### src/rtl/qpc_pkg.sv
// Shared definitions for the queue pointer controller: decoded operations,
// read selections and the bit positions of the sticky flags in status words.
package qpc_pkg;

    // Bit positions of the sticky flags inside a status word
    localparam int ERR_BIT  = 30;
    localparam int FLOW_BIT = 31;

    // Write-side operation presented to one queue
    typedef enum logic [2:0] {
        OP_NONE,
        OP_ADD_RD,
        OP_ADD_WR,
        OP_CLR_RD,
        OP_CLR_WR,
        OP_SIZE
    } op_e;

    // Read-side word selection
    typedef enum logic [2:0] {
        SEL_NONE,
        SEL_STS_RD,
        SEL_STS_WR,
        SEL_SIZE,
        SEL_IDX_RD,
        SEL_IDX_WR
    } sel_e;

    // Sticky flags attached to one pointer
    typedef struct packed {
        logic flow;
        logic err;
    } flags_t;

endpackage

### src/rtl/qpc_decode.sv
// Address decoder. Splits a bus address into bank hit, queue number and word
// offset, and turns a strobe into a write operation or a read selection.
// Assumes a word-aligned bus; address bits [1:0] are ignored. Queue numbers
// at or beyond NUM_Q miss, so they never alias onto a real queue.
module qpc_decode
    import qpc_pkg::*;
#(
    parameter int NUM_Q    = 4,
    parameter int QSEL_W   = 8,
    parameter int WIN_BITS = 11,
    parameter int QIDX_W   = 2
) (
    input  logic                       wr_en,
    input  logic                       rd_en,
    input  logic [WIN_BITS+QSEL_W:0]   addr,
    output op_e                        wr_op,
    output sel_e                       rd_sel,
    output logic [QIDX_W-1:0]          qidx
);
    localparam int WORD_W = WIN_BITS - 2;

    logic              bank_hit;
    logic [QSEL_W-1:0] qnum;
    logic              q_ok;
    logic [WORD_W-1:0] word;

    // Split the address into its fields
    always_comb begin
        bank_hit = addr[WIN_BITS+QSEL_W];
        qnum     = addr[WIN_BITS +: QSEL_W];
        word     = addr[WIN_BITS-1:2];
        q_ok     = bank_hit && (int'(qnum) < NUM_Q);
        qidx     = qnum[QIDX_W-1:0];
    end

    // Map a write strobe and word offset onto an operation
    always_comb begin
        wr_op = OP_NONE;
        if (wr_en && q_ok) begin
            case (int'(word))
                0:       wr_op = OP_ADD_RD;
                1:       wr_op = OP_ADD_WR;
                2:       wr_op = OP_CLR_RD;
                3:       wr_op = OP_CLR_WR;
                4:       wr_op = OP_SIZE;
                default: wr_op = OP_NONE;
            endcase
        end
    end

    // Map a read strobe and word offset onto a word selection
    always_comb begin
        rd_sel = SEL_NONE;
        if (rd_en && q_ok) begin
            case (int'(word))
                2:       rd_sel = SEL_STS_RD;
                3:       rd_sel = SEL_STS_WR;
                4:       rd_sel = SEL_SIZE;
                5:       rd_sel = SEL_IDX_RD;
                6:       rd_sel = SEL_IDX_WR;
                default: rd_sel = SEL_NONE;
            endcase
        end
    end

endmodule

### src/rtl/qpc_queue.sv
// State of one ring queue: two free-running pointers, a size code and the
// sticky flags. Applies one operation per cycle. Adds above ADD_MAX, adds
// that would overfill the ring and adds that would pass the write pointer are
// refused and flagged. Assumes PTR_W <= 30 and SZ_MAX <= PTR_W.
module qpc_queue
    import qpc_pkg::*;
#(
    parameter int PTR_W   = 18,
    parameter int ADD_MAX = 63,
    parameter int SZ_MIN  = 8,
    parameter int SZ_MAX  = 18,
    parameter int SZC_W   = 5
) (
    input  logic             clk,
    input  logic             rst_n,
    input  op_e              op,
    input  logic [31:0]      wdata,
    output logic [PTR_W-1:0] rptr,
    output logic [PTR_W-1:0] wptr,
    output logic [SZC_W-1:0] szc,
    output flags_t           rflags,
    output flags_t           wflags,
    output logic [PTR_W-1:0] ridx,
    output logic [PTR_W-1:0] widx
);
    logic [PTR_W-1:0] fill;
    logic [PTR_W-1:0] inc;
    logic [PTR_W:0]   size_ext;
    logic [PTR_W:0]   new_fill;
    logic [PTR_W-1:0] mask;
    logic             too_big;
    logic             would_ovf;
    logic             would_unf;
    logic [SZC_W-1:0] szc_next;

    // Fill level, limits and wrapped indices
    always_comb begin
        fill      = wptr - rptr;
        inc       = wdata[PTR_W-1:0];
        too_big   = wdata > 32'(ADD_MAX);
        size_ext  = {{PTR_W{1'b0}}, 1'b1} << szc;
        new_fill  = {1'b0, fill} + {1'b0, inc};
        would_ovf = new_fill > size_ext;
        would_unf = inc > fill;
        mask      = size_ext[PTR_W-1:0] - {{(PTR_W-1){1'b0}}, 1'b1};
        ridx      = rptr & mask;
        widx      = wptr & mask;
    end

    // Clamp a written size code into the legal range
    always_comb begin
        if (wdata < 32'(SZ_MIN))      szc_next = SZC_W'(SZ_MIN);
        else if (wdata > 32'(SZ_MAX)) szc_next = SZC_W'(SZ_MAX);
        else                          szc_next = wdata[SZC_W-1:0];
    end

    // Apply the operation to pointers, flags and size
    always_ff @(posedge clk) begin
        if (!rst_n) begin
            rptr   <= '0;
            wptr   <= '0;
            rflags <= '0;
            wflags <= '0;
            szc    <= SZC_W'(SZ_MIN);
        end else begin
            case (op)
                OP_ADD_RD: begin
                    if (too_big)        rflags.err  <= 1'b1;
                    else if (would_unf) rflags.flow <= 1'b1;
                    else                rptr        <= rptr + inc;
                end
                OP_ADD_WR: begin
                    if (too_big)        wflags.err  <= 1'b1;
                    else if (would_ovf) wflags.flow <= 1'b1;
                    else                wptr        <= wptr + inc;
                end
                OP_CLR_RD: begin
                    if (wdata[ERR_BIT])  rflags.err  <= 1'b0;
                    if (wdata[FLOW_BIT]) rflags.flow <= 1'b0;
                end
                OP_CLR_WR: begin
                    if (wdata[ERR_BIT])  wflags.err  <= 1'b0;
                    if (wdata[FLOW_BIT]) wflags.flow <= 1'b0;
                end
                OP_SIZE:  szc <= szc_next;
                default:  ;
            endcase
        end
    end

endmodule

### src/rtl/qpc_rdport.sv
// Read port. Forms the selected word from one queue's state and registers it,
// giving one cycle of read latency. Misses read as zero; with no read strobe
// the last value is held.
module qpc_rdport
    import qpc_pkg::*;
#(
    parameter int PTR_W = 18,
    parameter int SZC_W = 5
) (
    input  logic             clk,
    input  logic             rst_n,
    input  logic             rd_en,
    input  sel_e             sel,
    input  logic [PTR_W-1:0] rptr,
    input  logic [PTR_W-1:0] wptr,
    input  logic [SZC_W-1:0] szc,
    input  flags_t           rflags,
    input  flags_t           wflags,
    input  logic [PTR_W-1:0] ridx,
    input  logic [PTR_W-1:0] widx,
    output logic [31:0]      rdata
);
    localparam int PAD_W = ERR_BIT - PTR_W;

    logic [31:0] word;

    // Build the selected word
    always_comb begin
        case (sel)
            SEL_STS_RD: word = {rflags.flow, rflags.err, {PAD_W{1'b0}}, rptr};
            SEL_STS_WR: word = {wflags.flow, wflags.err, {PAD_W{1'b0}}, wptr};
            SEL_SIZE:   word = {{(32-SZC_W){1'b0}}, szc};
            SEL_IDX_RD: word = {{(32-PTR_W){1'b0}}, ridx};
            SEL_IDX_WR: word = {{(32-PTR_W){1'b0}}, widx};
            default:    word = '0;
        endcase
    end

    // Register the word on a read strobe
    always_ff @(posedge clk) begin
        if (!rst_n)     rdata <= '0;
        else if (rd_en) rdata <= word;
    end

endmodule

### src/rtl/qpc_top.sv
// Queue pointer controller top. Decodes bus accesses, steers each write
// operation to one queue of the bank and returns registered read data. The
// bank occupies the upper half of the address space, one window per queue.
module qpc_top
    import qpc_pkg::*;
#(
    parameter int NUM_Q    = 4,
    parameter int PTR_W    = 18,
    parameter int QSEL_W   = 8,
    parameter int WIN_BITS = 11,
    parameter int ADD_MAX  = 63,
    parameter int SZ_MIN   = 8,
    parameter int SZ_MAX   = 18
) (
    input  logic                     clk,
    input  logic                     rst_n,
    input  logic                     bus_wr,
    input  logic                     bus_rd,
    input  logic [WIN_BITS+QSEL_W:0] bus_addr,
    input  logic [31:0]              bus_wdata,
    output logic [31:0]              bus_rdata
);
    localparam int QIDX_W = (NUM_Q > 1) ? $clog2(NUM_Q) : 1;
    localparam int SZC_W  = $clog2(SZ_MAX + 1);

    op_e               wr_op;
    sel_e              rd_sel;
    logic [QIDX_W-1:0] qidx;

    logic [PTR_W-1:0] rptr_q [NUM_Q];
    logic [PTR_W-1:0] wptr_q [NUM_Q];
    logic [SZC_W-1:0] szc_q  [NUM_Q];
    flags_t           rfl_q  [NUM_Q];
    flags_t           wfl_q  [NUM_Q];
    logic [PTR_W-1:0] ridx_q [NUM_Q];
    logic [PTR_W-1:0] widx_q [NUM_Q];

    qpc_decode #(
        .NUM_Q(NUM_Q), .QSEL_W(QSEL_W), .WIN_BITS(WIN_BITS), .QIDX_W(QIDX_W)
    ) decode_i (
        .wr_en(bus_wr), .rd_en(bus_rd), .addr(bus_addr),
        .wr_op(wr_op), .rd_sel(rd_sel), .qidx(qidx)
    );

    for (genvar gi = 0; gi < NUM_Q; gi++) begin : g_queue
        op_e q_op;

        // Pass the operation only to the addressed queue
        always_comb q_op = (int'(qidx) == gi) ? wr_op : OP_NONE;

        qpc_queue #(
            .PTR_W(PTR_W), .ADD_MAX(ADD_MAX), .SZ_MIN(SZ_MIN),
            .SZ_MAX(SZ_MAX), .SZC_W(SZC_W)
        ) queue_i (
            .clk(clk), .rst_n(rst_n), .op(q_op), .wdata(bus_wdata),
            .rptr(rptr_q[gi]), .wptr(wptr_q[gi]), .szc(szc_q[gi]),
            .rflags(rfl_q[gi]), .wflags(wfl_q[gi]),
            .ridx(ridx_q[gi]), .widx(widx_q[gi])
        );
    end

    qpc_rdport #(
        .PTR_W(PTR_W), .SZC_W(SZC_W)
    ) rdport_i (
        .clk(clk), .rst_n(rst_n), .rd_en(bus_rd), .sel(rd_sel),
        .rptr(rptr_q[qidx]), .wptr(wptr_q[qidx]), .szc(szc_q[qidx]),
        .rflags(rfl_q[qidx]), .wflags(wfl_q[qidx]),
        .ridx(ridx_q[qidx]), .widx(widx_q[qidx]),
        .rdata(bus_rdata)
    );

endmodule

### config.mk
export PLATFORM = sky130hd
export DESIGN_NAME = qpc_top
export DESIGN_NICKNAME = d
export VERILOG_FILES = /design/src/rtl/qpc_pkg.sv /design/src/rtl/qpc_decode.sv /design/src/rtl/qpc_queue.sv /design/src/rtl/qpc_rdport.sv /design/src/rtl/qpc_top.sv
export SDC_FILE = /design/constraint.sdc
export NUM_CORES = 1
export LEC_CHECK = 0
export BUFFER_PORTS_ARGS = -buffer_cell sky130_fd_sc_hd__buf_2
export CAP_MARGIN = 20
export CELL_PAD_IN_SITES_DETAIL_PLACEMENT = 0
export CELL_PAD_IN_SITES_GLOBAL_PLACEMENT = 2
export CORE_UTILIZATION = 35
export DETAILED_ROUTE_END_ITERATION = 8
export PLACE_DENSITY_LB_ADDON = 0.2
export SYNTH_ARGS = -nofsm -noshare
export SYNTH_HDL_FRONTEND = slang
export SYNTH_SLANG_ARGS = --single-unit
export TNS_END_PERCENT = 5
### constraint.sdc
create_clock -name clk -period 5.5 [get_ports clk]
set_input_delay 1.1 -clock clk [delete_from_list [all_inputs] [get_ports clk]]
set_output_delay 1.1 -clock clk [all_outputs]
set_load 0.01 [all_outputs]
**Word level (Yosys, flattened, before mapping)**

Index checks and enable logic that the tools add are counted.
Widths: inputs -> output; s select.

- Bits in registers: 212
- Output and inout bits: 32

- Add/sub/neg operators: 20
- Order comparisons: 13
- Eq/ne operators: 74
- Shifts and indexed selects: 4
- Mux-type cells: 59
- Bitwise gates (word level): 18
- Reduce and logical (&&, ||, !) cells: 37

Operators with widths:

| operator | number |
|---|---|
| $pmux 32 s5 | 1 |
| $add 18x18->18 | 8 |
| $and 18x18->18 | 8 |
| $bmux 18 s2 | 4 |
| $mux 18 | 8 |
| $add 18x18->19 | 4 |
| $gt 19x19->1 | 4 |
| $shl 1x5->19 const A | 4 |
| $gt 18x18->1 | 4 |
| $sub 18x1->18 const B | 4 |
| $sub 18x18->18 | 4 |
| $ne 2x2->1 const B | 30 |
| $reduce_and 3->1 | 16 |
| $gt 32x5->1 const B | 1 |
| $gt 32x6->1 const B | 1 |
| $lt 32x4->1 const B | 1 |
| $pmux 2 s2 | 8 |
| $reduce_and 4->1 | 8 |
| $eq 3x2->1 const B | 10 |
| $eq 3x3->1 const B | 10 |
| $pmux 3 s5 | 2 |
| $eq 9x3->1 const B | 3 |
| $mux 5 | 4 |
| $ne 2x1->1 const B | 10 |
| other kinds (18) | 68 |

**Logic depth before layout (Yosys ltp)**

- Depth in word-level cells: 8
- Depth in mapped cells: 31

**Cells and area by module**

A second synthesis with hierarchy kept.

- Cells, all modules: 3722
- Area, all modules: 29732.3 sq um

By module, submodules not included:

| module | times used | cells each | area an instance (sq um) |
|---|---|---|---|
| qpc_queue (g_queue[0].queue_i ...) | 2 | 866 | 6566.3 |
| qpc_queue (g_queue[1].queue_i) | 1 | 856 | 6467.5 |
| qpc_queue (g_queue[3].queue_i) | 1 | 821 | 6321.1 |
| qpc_top | 1 | 113 | 2063.2 |
| qpc_rdport | 1 | 176 | 1592.8 |
| qpc_decode | 1 | 24 | 155.1 |

**Least setup slack after synthesis**

OpenSTA, ideal clock, no wires.

- Path kind: register -> register
- Start: register g_queue[2].queue_i.rptr[1]
- End: register g_queue[2].queue_i.wptr[6]
- Setup time: 128 ps
- Arrival time: 5521 ps
- Setup slack: -149 ps
- Cell stages (with the launch flop): 28
- Path buffers: 1
- Cells stage by stage: dfxtp_1 -> inv_1 -> ha_1 -> a21oi_1 -> a2bb2oi_1 -> a211oi_1 -> or2_2 -> o21a_1 -> o21ai_0 -> nand2b_1 -> xor2_1 -> ha_1 -> nand3_1 -> nand2_1 -> a41o_1 -> o41a_1 -> a21o_1 -> a21oi_1 -> xnor2_1 -> ha_1 -> nand4_1 -> or3_1 -> o31ai_1 -> o41ai_1 -> o311ai_1 -> clkbuf_1 -> mux2i_1 -> nor2_1

- Longest elaborated chain between the ends: 5

RTL lines:

| what | line | text |
|---|---|---|
| from (decl) | qpc_queue.sv:18 | `output logic [PTR_W-1:0] rptr,` |
| from (signal assigned) | qpc_queue.sv:70 | `else rptr <= rptr + inc;` |
| $sub 18x18->18 | qpc_queue.sv:38 | `fill = wptr - rptr;` |
| $add 18x18->19 | qpc_queue.sv:42 | `new_fill = {1'b0, fill} + {1'b0, inc};` |
| $gt 19x19->1 | qpc_queue.sv:43 | `would_ovf = new_fill > size_ext;` |
| $not 1->1 (no source line) | n/a |  |
| $reduce_and 3->1 (no source line) | n/a |  |
| to (signal assigned) | qpc_queue.sv:75 | `else wptr <= wptr + inc;` |
| to (decl) | qpc_queue.sv:19 | `output logic [PTR_W-1:0] wptr,` |

No other way between the ends.
A chain may end at the register's enable or synchronous reset.

**Final worst setup path**

- Start: register g_queue[2].queue_i.rptr[3]
- End: register g_queue[2].queue_i.wptr[12]

The elaborated chain is that of the path after synthesis.

==> impl_metrics.tcl <==
set metrics [dict create \
    clock_sinks 200 \
    drc_errors 0 \
    core_region_area_sq_mm 0.0747 \
    critPathLaunchType "flip-flop" \
    fin_tns_setup_ns -3.74 \
    antenna_found_initial 11 \
    path_class "reg -> reg" \
    cp_max_fo 11 \
    max_slew.worst_pin.slew_ns 1.19 \
    synth_top_cell_by_area "ha_1" \
    slew_headroom 0.199 \
    critical-path-max-stage-delay_ns 0.35 \
    setup-violations-final 38 \
    clock_latency_ns 0.52 \
    pre_cts_ws_ns -0.781 \
    slowest_stage "dfxtp_1" \
    finalHoldViolations 0 \
    yosys_warnings 0 \
    yosys_most_used_dff "dfxtp_1" \
    die-area_sq_mm 0.0770 \
    cts_buffer_depth 2 \
    holdCritPathClass "reg -> reg" \
    ys_types 83 \
    cp.required_ns 5.89 \
    wl_per_cell_microns 24.5 \
    setup_slack_ns -0.210 \
    p_leak_nw 14.7 \
    fmax_mhz 175 \
    drt_wl_total_microns 121000 \
    rsz0062_at_grt "true" \
    ant_nets 0 \
    grt_usage 0.309 \
    synth_cells 3472 \
    place_hpwl_microns 98900 \
    vdd_drop_max_v 0.000230 \
    num_io_pins 88 \
    syn_area_sq_mm 0.0266 \
    dr.pass1.iters 7 \
    arrival_ns 6.09 \
    violations "negative setup slack" \
    place_congestion 1.04 \
    synth_area_leaders "ha_1 (21%), dfxtp_1 (15%), a21oi_1 (5.8%)" \
    htree_levels 4 \
    drt_iter0_markers 2344 \
    cts_tree "done" \
    power.density_mw_per_mm2 111 \
    area_growth_pct 25.7 \
    synth_edf_count 0 \
    clk_transition_reported_paths_ns 0.09 \
    cts_buffers 17 \
    vias 28500 \
    die_y_microns 277 \
    root_buffer "clkbuf_16" \
    die_w_microns 277 \
    grt_pass1_wl_microns 176000 \
    yosysSeqAreaShare 0.151 \
    grt_max_degree 106 \
    avgSynthCellArea_sq_um 7.65 \
    grt.overflow.total 0 \
    synth.top_cell.area_share 0.209 \
    start_util 0.356 \
    fin_skew_ns 0.0189 \
    min_period_ns 5.71 \
    end_kind "flip-flop" \
    num_rows 100 \
    ys_seq_elements 200 \
    drive_gt1_frac 0.211 \
    cap_violations 0 \
    drv_slew 0 \
    grt_pass1_vias 27500 \
    finalCritPeriodShare 1.04 \
    async_reset_ff_frac 0 \
    crit_top_cell "a21oi_2" \
    port-buffer-count 73 \
    via_per_inst 5.74 \
    outcome "complete, but fails checks" \
    layout.nets 4488 \
]
-- layout make-up --
cell class / instances / area (sq um)
Clock buffer: 19 / 453
Sequential cell: 200 / 4020
Tap cell: 969 / 1210
Antenna cell: 1 / 2.50
Fill cell: 7521 / 41300
Multi-Input combinational cell: 2919 / 22000
Timing Repair Buffer: 593 / 4630
Clock inverter: 13 / 181
Inverter: 241 / 910
-- cell usage in the layout (no fill, tap or decap), drive strengths merged, types with 28 or more instances in the layout --
cell	Yosys	layout
a31oi	40	40
nor2b	70	70
xor2	83	83
dfxtp	200	200
nand2b	50	50
xnor2	151	151
nor3	89	89
nand3	106	106
o21ai	195	195
nor4	34	34
o21bai	28	28
mux4	37	37
a211oi	41	41
buf	31	592
a21o	90	90
a21oi	310	310
mux2i	80	80
ha	444	444
o21a	31	31
nand4	41	41
nand2	272	272
inv	241	246
nor2	338	338
-- what timing repair did --
item                                    4_1_cts  5_1_grt
resized for setup                            97       95
pin swaps                                    57       58
endpoints found under the setup margin       82       92
hold buffers                                  0        0
gates cloned                                  1        0
buffers inserted                             16        8
-- worst paths after layout --
check	slack, ns	end	from	cells after the start
setup / recovery	-0.21	g_queue[2].queue_i.wptr[12]	g_queue[2].queue_i.rptr[3]	29
hold reg to reg	0.47	rdport_i.rdata[6]	rdport_i.rdata[6]	2
hold / removal	0.47	rdport_i.rdata[6]	rdport_i.rdata[6]	2
setup reg to reg	-0.21	g_queue[2].queue_i.wptr[12]	g_queue[2].queue_i.rptr[3]	29
-- state kept, by name (all words and copies together), names as in the netlist --
register / count
g_queue.queue_i.rptr: 72
g_queue.queue_i.wflags: 8
g_queue.queue_i.szc: 20
g_queue.queue_i.wptr: 72
g_queue.queue_i.rflags: 8
rdport_i.rdata: 20
-- synthesized netlist by cell type (24+ instances only) --
master	instances
a21o_1	90
a21oi_1	309
a211oi_1	41
nand4_1	40
xnor2_1	151
nor2_1	338
o21a_1	31
inv_1	241
mux2i_1	80
mux4_2	37
nor4_1	34
o21bai_1	28
a31oi_1	40
o21ai_0	195
clkbuf_1	92
a22oi_1	24
nor3_1	88
nand3_1	106
nand2b_1	50
nand2_1	272
ha_1	444
dfxtp_1	200
nor2b_1	70
xor2_1	83
and2_1	24
-- routing by layer --
metal,up-vias,wire (microns),part of all wire,global-route usage
met1,13800,53200,0.44,0.398
met3,191,7910,0.065,0.0581
met5,-,13,0.00011,0
met2,962,53300,0.44,0.488
met4,2,6930,0.057,0.163
li1,13500,-,-,-
-- stage by stage --
stage               utilization  power, W  hold WS, ns  std cells  cell area, sq um
floorplan                     -   0.00188        0.446       3483             26600
global placement          0.424   0.00222        0.439       4897             31700
detailed placement        0.424   0.00224        0.453       4897             31700
CTS                       0.440   0.00371        0.471       4946             32900
global route              0.447   0.00384        0.492       4954             33400
finish                    0.447   0.00371        0.468       4955             33400
-- worst max-delay path: cells and delay by family, from the launching register on --
family / cells / cell delay, ns
XOR/XNOR: 2 / 0.29
AND/OR/NAND/NOR: 3 / 0.42
adder cells (fa/ha/maj): 3 / 0.82
AO/OA/AOI/OAI: 16 / 2.79
buffers and inverters: 5 / 0.87
flip-flops: 1 / 0.35
-- power breakdown --
part	internal [W]	switching, W	total, W
Clock	0.000718	0.000748	0.00147
Sequential	0.00145	0.00000000485	0.00145
Combinational	0.000305	0.000494	0.000799
-- logic make-up (layout without fill, tap and decap cells) --
family | after synthesis | count (layout) | share of synthesized area
adder cells (fa/ha/maj) | 460 | 460 | 0.221
multiplexers | 120 | 120 | 0.0628
AO/OA/AOI/OAI | 963 | 963 | 0.230
flip-flops | 200 | 200 | 0.151
AND/OR/NAND/NOR | 1130 | 1130 | 0.204
buffers and inverters | 364 | 866 | 0.0539
XOR/XNOR | 234 | 234 | 0.0772
other | 1 | 13 | 0.000141
(Power assumes the default switching activity.)
